File: src/rtl/dma_req_pkg.sv
package dma_req_pkg;
  typedef enum logic [2:0] {
    ST_IDLE = 3'd0,  // channel disabled
    ST_OPEN = 3'd1,  // sampling the pin
    ST_HELD = 3'd2,  // request pending
    ST_BUSY = 3'd3,  // single cycle in progress
    ST_LAST = 3'd4   // count exhausted, wait for re-enable
  } acc_state_e;
endpackage

File: src/rtl/dma_req_sync.sv
module dma_req_sync #(
  parameter int unsigned STAGES = 2
) (
  input  logic clk_i,
  input  logic rst_ni,
  input  logic req_ni,
  output logic req_seen_o
);
  logic [STAGES-1:0] stg_q;

  for (genvar i = 0; i < STAGES; i++) begin : g_stage
    always_ff @(posedge clk_i or negedge rst_ni) begin
      if (!rst_ni) stg_q[i] <= 1'b1;
      else if (i == 0) stg_q[i] <= req_ni;
      else stg_q[i] <= stg_q[(i == 0) ? 0 : i-1];
    end
  end

  assign req_seen_o = ~stg_q[STAGES-1];
endmodule

File: src/rtl/dma_req_fsm.sv
module dma_req_fsm
  import dma_req_pkg::*;
(
  input  logic clk_i,
  input  logic rst_ni,
  input  logic req_seen_i,
  input  logic chan_en_i,
  input  logic act_i,
  input  logic cyc_done_i,
  input  logic cnt_zero_i,
  output logic pend_o
);
  acc_state_e state_q, state_d;

  always_comb begin
    state_d = state_q;
    unique case (state_q)
      ST_IDLE: state_d = ST_OPEN;
      ST_OPEN: if (req_seen_i) state_d = ST_HELD;
      ST_HELD: if (act_i) state_d = ST_BUSY;
      ST_BUSY: if (cyc_done_i) state_d = cnt_zero_i ? ST_LAST : ST_OPEN;
      ST_LAST: state_d = ST_LAST;
      default: state_d = ST_IDLE;
    endcase
    if (!chan_en_i) state_d = ST_IDLE;
  end

  always_ff @(posedge clk_i or negedge rst_ni) begin
    if (!rst_ni) state_q <= ST_IDLE;
    else state_q <= state_d;
  end

  assign pend_o = (state_q == ST_HELD);

  a_r3_hold: assert property (@(posedge clk_i) disable iff (!rst_ni)
    pend_o && chan_en_i && !act_i |=> pend_o);
  a_r4_act_clears: assert property (@(posedge clk_i) disable iff (!rst_ni)
    pend_o && act_i |=> !pend_o);
  a_r5_busy_quiet: assert property (@(posedge clk_i) disable iff (!rst_ni)
    state_q == ST_BUSY |=> !pend_o);
  a_r8_last_closed: assert property (@(posedge clk_i) disable iff (!rst_ni)
    state_q == ST_LAST && chan_en_i |=> !pend_o);
  a_r9_disable: assert property (@(posedge clk_i) disable iff (!rst_ni)
    !chan_en_i |=> !pend_o);
endmodule

File: src/rtl/dma_req_pulse.sv
module dma_req_pulse (
  input  logic clk_i,
  input  logic rst_ni,
  input  logic level_i,
  output logic pulse_o
);
  logic level_q;

  always_ff @(posedge clk_i or negedge rst_ni) begin
    if (!rst_ni) level_q <= 1'b0;
    else level_q <= level_i;
  end

  assign pulse_o = level_i & ~level_q;

  a_r7_single_pulse: assert property (@(posedge clk_i) disable iff (!rst_ni)
    pulse_o |=> !pulse_o);
endmodule

File: src/rtl/dma_req_acceptor.sv
module dma_req_acceptor #(
  parameter int unsigned SYNC_STAGES = 2
) (
  input  logic clk_i,
  input  logic rst_ni,
  input  logic req_ni,
  input  logic chan_en_i,
  input  logic act_i,
  input  logic cyc_done_i,
  input  logic cnt_zero_i,
  output logic pend_o,
  output logic start_o
);
  logic req_seen;

  dma_req_sync #(.STAGES(SYNC_STAGES)) u_sync (
    .clk_i(clk_i), .rst_ni(rst_ni), .req_ni(req_ni), .req_seen_o(req_seen)
  );

  dma_req_fsm u_fsm (
    .clk_i(clk_i), .rst_ni(rst_ni), .req_seen_i(req_seen),
    .chan_en_i(chan_en_i), .act_i(act_i), .cyc_done_i(cyc_done_i),
    .cnt_zero_i(cnt_zero_i), .pend_o(pend_o)
  );

  dma_req_pulse u_pulse (
    .clk_i(clk_i), .rst_ni(rst_ni), .level_i(pend_o), .pulse_o(start_o)
  );

  a_r1_reset_quiet: assert property (@(posedge clk_i) $rose(rst_ni) |-> !pend_o && !start_o);
endmodule

File: config.mk
export PLATFORM = sky130hd
export DESIGN_NAME = dma_req_acceptor
export DESIGN_NICKNAME = d
export VERILOG_FILES = /design/src/rtl/dma_req_pkg.sv /design/src/rtl/dma_req_sync.sv /design/src/rtl/dma_req_fsm.sv /design/src/rtl/dma_req_pulse.sv /design/src/rtl/dma_req_acceptor.sv
export SDC_FILE = /design/constraint.sdc
export NUM_CORES = 1
export LEC_CHECK = 0
export ABC_AREA = 1
export BUFFER_PORTS_ARGS = -buffer_cell sky130_fd_sc_hd__clkbuf_2
export CAP_MARGIN = 10
export CORE_AREA = 2 2 39 41
export DETAILED_ROUTE_END_ITERATION = 8
export DIE_AREA = 0 0 41 43
export PLACE_DENSITY = 0.41
export SLEW_MARGIN = 20
export SYNTH_ARGS = -nofsm -noshare
export SYNTH_HDL_FRONTEND = slang
export SYNTH_HIERARCHICAL = 1
export SYNTH_SLANG_ARGS = --single-unit
File: constraint.sdc
create_clock -name clk_i -period 1.35 [get_ports clk_i]
set_input_delay 0.27 -clock clk_i [delete_from_list [all_inputs] [get_ports clk_i]]
set_output_delay 0.27 -clock clk_i [all_outputs]
set_load 0.02 [all_outputs]
==> results of run 1 <==
## cell type report
cell class	count	area, um^2	area share (%)
timing repair buffer	15	105	20.7
inverter	10	37.5	7.39
clock buffer	4	26.3	5.17
sequential	6	153	30.0
multi-input combinational	30	166	32.8
tap	16	20.0	3.94
## critical path, delay by kind of cell (launching register included)
family / cells / cell delay [ns]
DFF: 1 / 0.40
and+or+nand+nor: 3 / 0.26
buffers and inverters: 3 / 0.21
## per-stage QoR
stage / util [%] / TNS [ns] / area, um^2 / hold WS (ns) / setup slack, ns
6_report: 36.7 / -0.0442 / 508 / 0.114 / -0.0442
5_1_grt: 36.7 / -0.182 / 508 / 0.0922 / -0.142
4_1_cts: 35.5 / -0.0819 / 492 / 0.105 / -0.0819
3_5_place_dp: 30.8 / 0 / 427 / 0.104 / 0.136
3_3_place_gp: 30.8 / 0 / 427 / 0.102 / 0.139
2_1_floorplan: - / 0 / 344 / -0.0256 / 0.0296
## metal layers
metal  GRT usage, %  up-vias  share of wire [%]
met4           6.00        0                  0
met5              0        -                  0
met2           16.3        7                 51
li1               -      177                  -
met1           13.7      143                 45
met3           3.14        0                3.9
## how the worst max path moves through the flow
stage                                       startpoint      end  slack (ns)
final                     u_fsm/state_q[2]$_DFFE_PN0P_  start_o       -0.04
after global routing      u_fsm/state_q[2]$_DFFE_PN0P_  start_o       -0.14
after CTS                 u_fsm/state_q[1]$_DFFE_PN0P_  start_o       -0.08
after detailed placement  u_fsm/state_q[2]$_DFFE_PN0P_  start_o        0.14
after global placement    u_fsm/state_q[2]$_DFFE_PN0P_  start_o        0.14
after floorplan           u_fsm/state_q[1]$_DFFE_PN0P_  start_o        0.03
## cells in the final DEF (no fill, tap or decap), drive strengths merged
master / instances
nand2: 9
clkbuf: 10
nor2: 10
dfrtp: 4
o21ai: 1
o211ai: 1
buf: 8
nand3: 7
dfstp: 2
dlygate4sd3: 1
inv: 10
a21boi: 2
## sequential cells by signal (all words and copies together), names as in the netlist
register	flops
u_pulse/level_q	1
u_fsm/state_q	3
u_sync/stg_q	2
## timing repair
action,in CTS,in global routing
pin swaps,1,1
hold buffers,1,0
setup buffers,2,1
hold endpoints to repair,4,0
endpoints found under the setup margin,2,2
resized for setup,5,4
## logic make-up after synthesis
logic type             after synthesis
and+or+nand+nor                     26
AOI/OAI and AO/OA                    4
DFF                                  6
buffers and inverters               10
## power by group
group	internal (uW)	switching, uW
logic	214	253
clock network	112	64.0
registers	231	41.6
==> flow_metrics.tcl, run 1 <==
set metrics [dict create \
    grt_pass1_wl_mm 1.31 \
    hold_path_startpoint "req_ni" \
    synthAdderAreaFrac_pct 0 \
    viasPerCell 4.04 \
    worst-setup-path-type "flop to primary output" \
    antenna_cells 0 \
    synth_warnings 6 \
    yosysMostFrequentCell "nand2_1" \
    final_cells 81 \
    synth-xor-area-share_pct 0 \
    slew_viol_final 0 \
    htree_levels 1 \
    post-route-period-util_pct 103 \
    clk_pin_slew_ns 0.05 \
    rsz0062_at_grt "true" \
    antenna_found_initial 0 \
    startpoint_type "flop" \
    yosysTopAreaCellShare_pct 29.1 \
    fin_crit_ns 1.39 \
    core_area_um2 1380 \
    drc 0 \
    yosys_register_bits 6 \
    synthSimpleGateAreaFrac_pct 36.7 \
    finalSetupViolCount 1 \
    cts_buffers 3 \
    grt_max_degree 7 \
    syn_nets 53 \
    seq_area_frac_synth_pct 44.4 \
    path_cells "nor2_4, nand2_2, inv_2, inv_2, nor2_4, buf_8" \
    drtAntennaViolNets 0 \
    routabilityCongestion 0.731 \
    hold_viol 0 \
    routed_wl_um 737 \
    clockBufferDepth 2 \
    rr_worst_depth 7 \
    slew-limit-headroom_pct 89.0 \
    max_cap_violations 0 \
    first_pass_iters 2 \
    fp.dieW_um 41 \
    end_kind "primary output" \
    violations "negative setup slack" \
    worstSkewPairLatency_ns 0.24 \
    cp.arrival_ns 1.12 \
    nFillCells 153 \
    die-area_um2 1760 \
    power_density_nw_per_um2 1800 \
    start_util_pct 24.9 \
    rr_endpoint "u_fsm/state_q[0]$_DFFE_PN0P_" \
    synth-edff-count 0 \
    r2r_slack_ns 0.11 \
    num_vias 327 \
    port_buffers 8 \
    nNetsFinal 73 \
    row_count 14 \
    rr_startpoint "u_fsm/state_q[2]$_DFFE_PN0P_" \
    cts-root-buf "clkbuf_4" \
    post-synth-top-area-cell "dfrtp_1" \
    leakagePower_uw 0.000269 \
    gr-total-overflow 0 \
    async_flop_share_pct 100 \
    clock-sinks 6 \
    yosys-top-cells-area "dfrtp_1 29%, dfstp_2 15%, nand2_1 9.8%" \
    die_h_um 43 \
    cts_tree "done" \
    worst_path_max_delay_cell "dfrtp_1" \
    first_global_vias 319 \
    whs_endpoint "u_sync/stg_q[0]$_DFF_PN1_" \
    pin_count 9 \
    grtUsageTotal_pct 11.0 \
    post-place-cells 73 \
    cp_max_fo 3 \
    synth_compound_area_share_pct 8.00 \
    synth.distinct_cells 12 \
    hpwlAfterDp_um 567 \
    netlist_instances 46 \
    total_power_uw 915 \
    slowest_delay_ns 0.40 \
    synth_area_um2 344 \
    syn_avg_cell_area_um2 7.48 \
    hold_path_class "input port to flop" \
    ys.flop_type "dfrtp_1" \
    muxShareOfSynthArea_pct 0 \
    tightestPinTransition_ns 0.165 \
    skew_ns 0.00353 \
    irDropWorstVdd_uv 959 \
    drive_above_1_share_pct 47.7 \
    wl_per_cell_um 9.10 \
    crit_required_ns 1.08 \
    timing.fmax_mhz 717 \
    synthTopCellsByCount "9 x nand2_1, 7 x inv_1, 6 x nor2_1, 5 x nand3_1" \
    status "complete, but fails checks" \
    fin_ws_ns -0.0442 \
    worstHoldPathCells 1 \
    drtIter0Drc 3 \
    area.growth.synth_to_final_pct 47.6 \
    synth_top_family_by_area "simple AND/OR/NAND/NOR gates" \
]
No activity file was read; power rests on OpenSTA's default activity.
==> inputs of run 2 (changes only) <==
==> constraint.sdc (replaced) <==
create_clock -name clk_i -period 1.3 [get_ports clk_i]
set_input_delay 0.26 -clock clk_i [delete_from_list [all_inputs] [get_ports clk_i]]
set_output_delay 0.26 -clock clk_i [all_outputs]
set_load 0.1 [all_outputs]
==> flow_metrics.tcl, run 2 (synthesis gave the netlist of run 1 again) <==
set metrics [dict create \
    core_area_um2 1380 \
    post-route-period-util_pct 112 \
    irDropWorstVdd_uv 1110 \
    leakagePower_uw 0.000279 \
    dpl_cell_area_um2 488 \
    whs_ns 0.112 \
    timing.fmax_mhz 687 \
    antenna_cells 0 \
    pin_count 9 \
    max_cap_violations 0 \
    cts_buffers 3 \
    layout_commonest_cell "buf_4" \
    final_area_um2 554 \
    regMostFlops "u_fsm/state_q" \
    first_pass_iters 4 \
    rsz0062_at_grt "true" \
    antenna_found_initial 0 \
    status "complete, but fails checks" \
    clockBufferDepth 2 \
    startpoint_type "flop" \
    start_util_pct 24.9 \
    drive_above_1_share_pct 50.0 \
    die_h_um 43 \
    row_count 14 \
    wl_per_cell_um 8.10 \
    hold_path_class "input port to flop" \
    crit_required_ns 1.04 \
    end_kind "primary output" \
    grtUsageTotal_pct 10.5 \
    cp_max_fo 2 \
    gr-total-overflow 0 \
    drtIter0Drc 9 \
    worst-setup-path-type "flop to primary output" \
    power_density_nw_per_um2 2280 \
    final_cell_mix "9 x buf_4, 8 x nand2_1, 6 x clkbuf_2, 6 x nor2_1" \
    drc 0 \
    num_vias 340 \
    cp.arrival_ns 1.20 \
    clk_pin_slew_ns 0.04 \
    violations "negative setup slack" \
    fin_ws_ns -0.156 \
    tightestPinTransition_ns 0.167 \
    top_regs "u_fsm/state_q x3, u_sync/stg_q x2, u_pulse/level_q x1" \
    viasPerCell 4.05 \
    hpwlAfterDp_um 552 \
    slew_viol_final 0 \
    skew_ns 0.00700 \
    routed_wl_um 680 \
    drtAntennaViolNets 0 \
    worstSkewPairLatency_ns 0.24 \
    nNetsFinal 76 \
    grt_max_degree 7 \
    largest_reg_flops 3 \
    area.growth.synth_to_final_pct 61.1 \
    hold_viol 0 \
    htree_levels 1 \
    port_buffers 8 \
    cts_tree "done" \
    die-area_um2 1760 \
    clock-sinks 6 \
    first_global_vias 357 \
    grt_pass1_wl_mm 1.24 \
    fp.dieW_um 41 \
    finalSetupViolCount 2 \
    routabilityCongestion 0.664 \
    cts-root-buf "clkbuf_4" \
    slew-limit-headroom_pct 88.9 \
    fin_crit_ns 1.46 \
]
==> run 2: changes by cell type in the layout (fill, tap and decap cells not counted), sizes merged <==
cell      before  now
buf            8   11
clkinvlp       0    1
inv           10    9
==> run 2: metrics by stage <==
step	util (%)	worst slack (ns)	total power (uW)	setup TNS (ns)	cells
final	40.1	-0.156	1270	-0.312	84
after global routing	40.1	-0.262	1360	-0.497	84
after CTS	39.0	-0.173	1240	-0.343	82
after detailed placement	35.3	0.0516	1010	0	76
after global placement	35.3	0.0448	1010	0	76
after floorplan	-	-0.553	710	-0.652	46
==> run 2: what timing repair did <==
item	CTS	global route
hold buffers	1	0
resized for setup	2	0
buffers inserted	1	2
endpoints found under the setup margin	2	2
pin swaps	2	0
hold endpoints to repair	4	0
==> run 2: final timing paths <==
path | from | to | slack (ns) | depth (start not counted)
max reg2reg | u_fsm/state_q[1]$_DFFE_PN0P_ | u_fsm/state_q[1]$_DFFE_PN0P_ | 0.15 | 8
max | u_fsm/state_q[1]$_DFFE_PN0P_ | start_o | -0.16 | 7
min reg2reg | u_sync/stg_q[0]$_DFF_PN1_ | u_sync/stg_q[1]$_DFF_PN1_ | 0.35 | 0
min | req_ni | u_sync/stg_q[0]$_DFF_PN1_ | 0.11 | 1
max in group asynchronous | rst_ni | u_sync/stg_q[1]$_DFF_PN1_ | 0.69 | 2
min in group asynchronous | rst_ni | u_pulse/level_q$_DFF_PN0_ | 0.38 | 2
==> run 2: critical path: stages, from the launching register on <==
cell	delay (ns)
dfrtp_1	0.35
inv_2	0.06
nor2_4	0.11
nand2_2	0.07
clkinvlp_4	0.07
inv_2	0.04
nor2_4	0.09
buf_12	0.18
==> run 2: routing by layer <==
layer	GRT usage, %	wire length [um]
met5	0	0
met4	8.00	0
met3	1.57	38
met2	15.9	359
met1	12.6	282
==> run 2: where the power goes <==
group          total, uW  switching (uW)  leakage, uW  internal [uW]
Sequential           273            33.0    0.0000741            240
Clock                176            59.9    0.0000150            116
Combinational        818             458     0.000190            359
==> run 2: cell type report <==
type	count	area (um^2)
clock buffers	4	26.3
repair buffers	18	148
flip-flops and latches	6	153
fillers	156	830
inverters	10	41.3
well taps	16	20.0
multi-input cells	30	166
==> inputs of run 3 (changes only) <==
- CTS_BUF_LIST: unset -> sky130_fd_sc_hd__clkbuf_4
==> flow_metrics.tcl, run 3 (synthesis gave the netlist of run 1 again) <==
set metrics [dict create \
    clk_pin_slew_ns 0.04 \
    crit_required_ns 1.04 \
    violations "negative setup slack" \
    startpoint_type "flop" \
    max_cap_violations 0 \
    power_density_nw_per_um2 2310 \
    drc 0 \
    grt_pass1_wl_mm 1.24 \
    irDropWorstVdd_uv 1190 \
    port_buffers 8 \
    regMostFlops "u_fsm/state_q" \
    num_vias 340 \
    whs_ns 0.112 \
    die_h_um 43 \
    cts_buffers 3 \
    total_power_uw 1290 \
    hold_viol 0 \
    cp.arrival_ns 1.20 \
    pin_count 9 \
    timing.fmax_mhz 686 \
    hold_path_class "input port to flop" \
    drive_above_1_share_pct 51.5 \
    core_area_um2 1380 \
    status "complete, but fails checks" \
    largest_reg_flops 3 \
    fin_ws_ns -0.157 \
    end_kind "primary output" \
    clock-sinks 6 \
    finalSetupTns_ns -0.313 \
    clockBufferDepth 2 \
    cts_tree "done" \
    cp_max_fo 2 \
    slew-limit-headroom_pct 88.9 \
    worstSkewPairLatency_ns 0.24 \
    final_cell_mix "9 x buf_4, 8 x nand2_1, 6 x clkbuf_2, 6 x nor2_1" \
    tightestPinTransition_ns 0.167 \
    htree_levels 1 \
    wl_per_cell_um 8.11 \
    fp.dieW_um 41 \
    gr-total-overflow 0 \
    routabilityCongestion 0.664 \
    grtUsageTotal_pct 10.5 \
    antenna_found_initial 0 \
    leakagePower_uw 0.000283 \
    first_pass_iters 4 \
    skew_ns 0.00778 \
    area.growth.synth_to_final_pct 62.2 \
    routed_wl_um 681 \
    drtAntennaViolNets 0 \
    start_util_pct 24.9 \
    first_global_vias 357 \
    row_count 14 \
    final-seq-area_um2 153 \
    viasPerCell 4.05 \
    cts-root-buf "clkbuf_4" \
    rsz0062_at_grt "true" \
    fin_crit_ns 1.46 \
    top_regs "u_fsm/state_q x3, u_sync/stg_q x2, u_pulse/level_q x1" \
    post-route-period-util_pct 112 \
    nNetsFinal 76 \
    worst-setup-path-type "flop to primary output" \
    grt_max_degree 7 \
    slew_viol_final 0 \
    post-route-util_pct 40.3 \
    layout_commonest_cell "buf_4" \
    drtIter0Drc 9 \
    die-area_um2 1760 \
    hpwlAfterDp_um 552 \
    finalSetupViolCount 2 \
    nFillCells 154 \
    multi_input_area_um2 166 \
    antenna_cells 0 \
]
[run 3: cell count changes in the layout (fill, tap and decap cells not counted)]
cell / previous run / this run
clkbuf_1: 1 / 0
clkbuf_4: 3 / 4
[run 3: area by class of cell]
cell class | instances | share of cell area (%)
well taps | 16 | 3.59
repair buffers | 18 | 26.5
flip-flops and latches | 6 | 27.4
multi-input cells | 30 | 29.8
clock buffers | 4 | 5.38
inverters | 10 | 7.40
[run 3: metal layers]
| layer | GRT usage (%) | wire [um] | vias to the layer above |
|---|---|---|---|
| met4 | 8.00 | 0 | 0 |
| met2 | 15.9 | 359 | 14 |
| met3 | 1.57 | 38 | 0 |
| met1 | 12.6 | 283 | 142 |
| met5 | 0 | 0 | - |
| li1 | - | - | 184 |
[run 3: metrics by stage]
| step | setup WS, ns | std cells | instance area (um^2) |
|---|---|---|---|
| 6_report | -0.157 | 84 | 558 |
| 5_1_grt | -0.262 | 84 | 558 |
| 3_3_place_gp | 0.0448 | 76 | 488 |
| 3_5_place_dp | 0.0516 | 76 | 488 |
| 2_1_floorplan | -0.553 | 46 | 353 |
| 4_1_cts | -0.173 | 82 | 543 |
[run 3: worst paths after layout]
kind	from	to	slack (ns)	cells after the start
max	u_fsm/state_q[1]$_DFFE_PN0P_	start_o	-0.16	7
min	req_ni	u_sync/stg_q[0]$_DFF_PN1_	0.11	1
max reg2reg	u_fsm/state_q[1]$_DFFE_PN0P_	u_fsm/state_q[1]$_DFFE_PN0P_	0.15	8
min reg2reg	u_sync/stg_q[0]$_DFF_PN1_	u_sync/stg_q[1]$_DFF_PN1_	0.35	0
max in group asynchronous	rst_ni	u_sync/stg_q[1]$_DFF_PN1_	0.69	2
min in group asynchronous	rst_ni	u_pulse/level_q$_DFF_PN0_	0.38	2
[run 3: report_power, final]
| part | total, uW | switching [uW] | internal [uW] |
|---|---|---|---|
| Clock | 197 | 60.7 | 137 |
| Sequential | 273 | 33.0 | 240 |
| Combinational | 818 | 458 | 359 |
| Total | 1290 | 552 | 735 |
[run 3: critical path: stages, from the launching register on]
cell and delay (ns):
dfrtp_1 0.35, inv_2 0.06, nor2_4 0.11, nand2_2 0.07
clkinvlp_4 0.07, inv_2 0.04, nor2_4 0.09, buf_12 0.18
[run 3: what timing repair did]
action / in CTS / in global routing
hold buffers: 1 / 0
buffers inserted: 1 / 2
hold endpoints to repair: 4 / 0
resized for setup: 2 / 0
cloned: 0 / 0
pin swaps: 2 / 0
setup endpoints to repair: 2 / 2
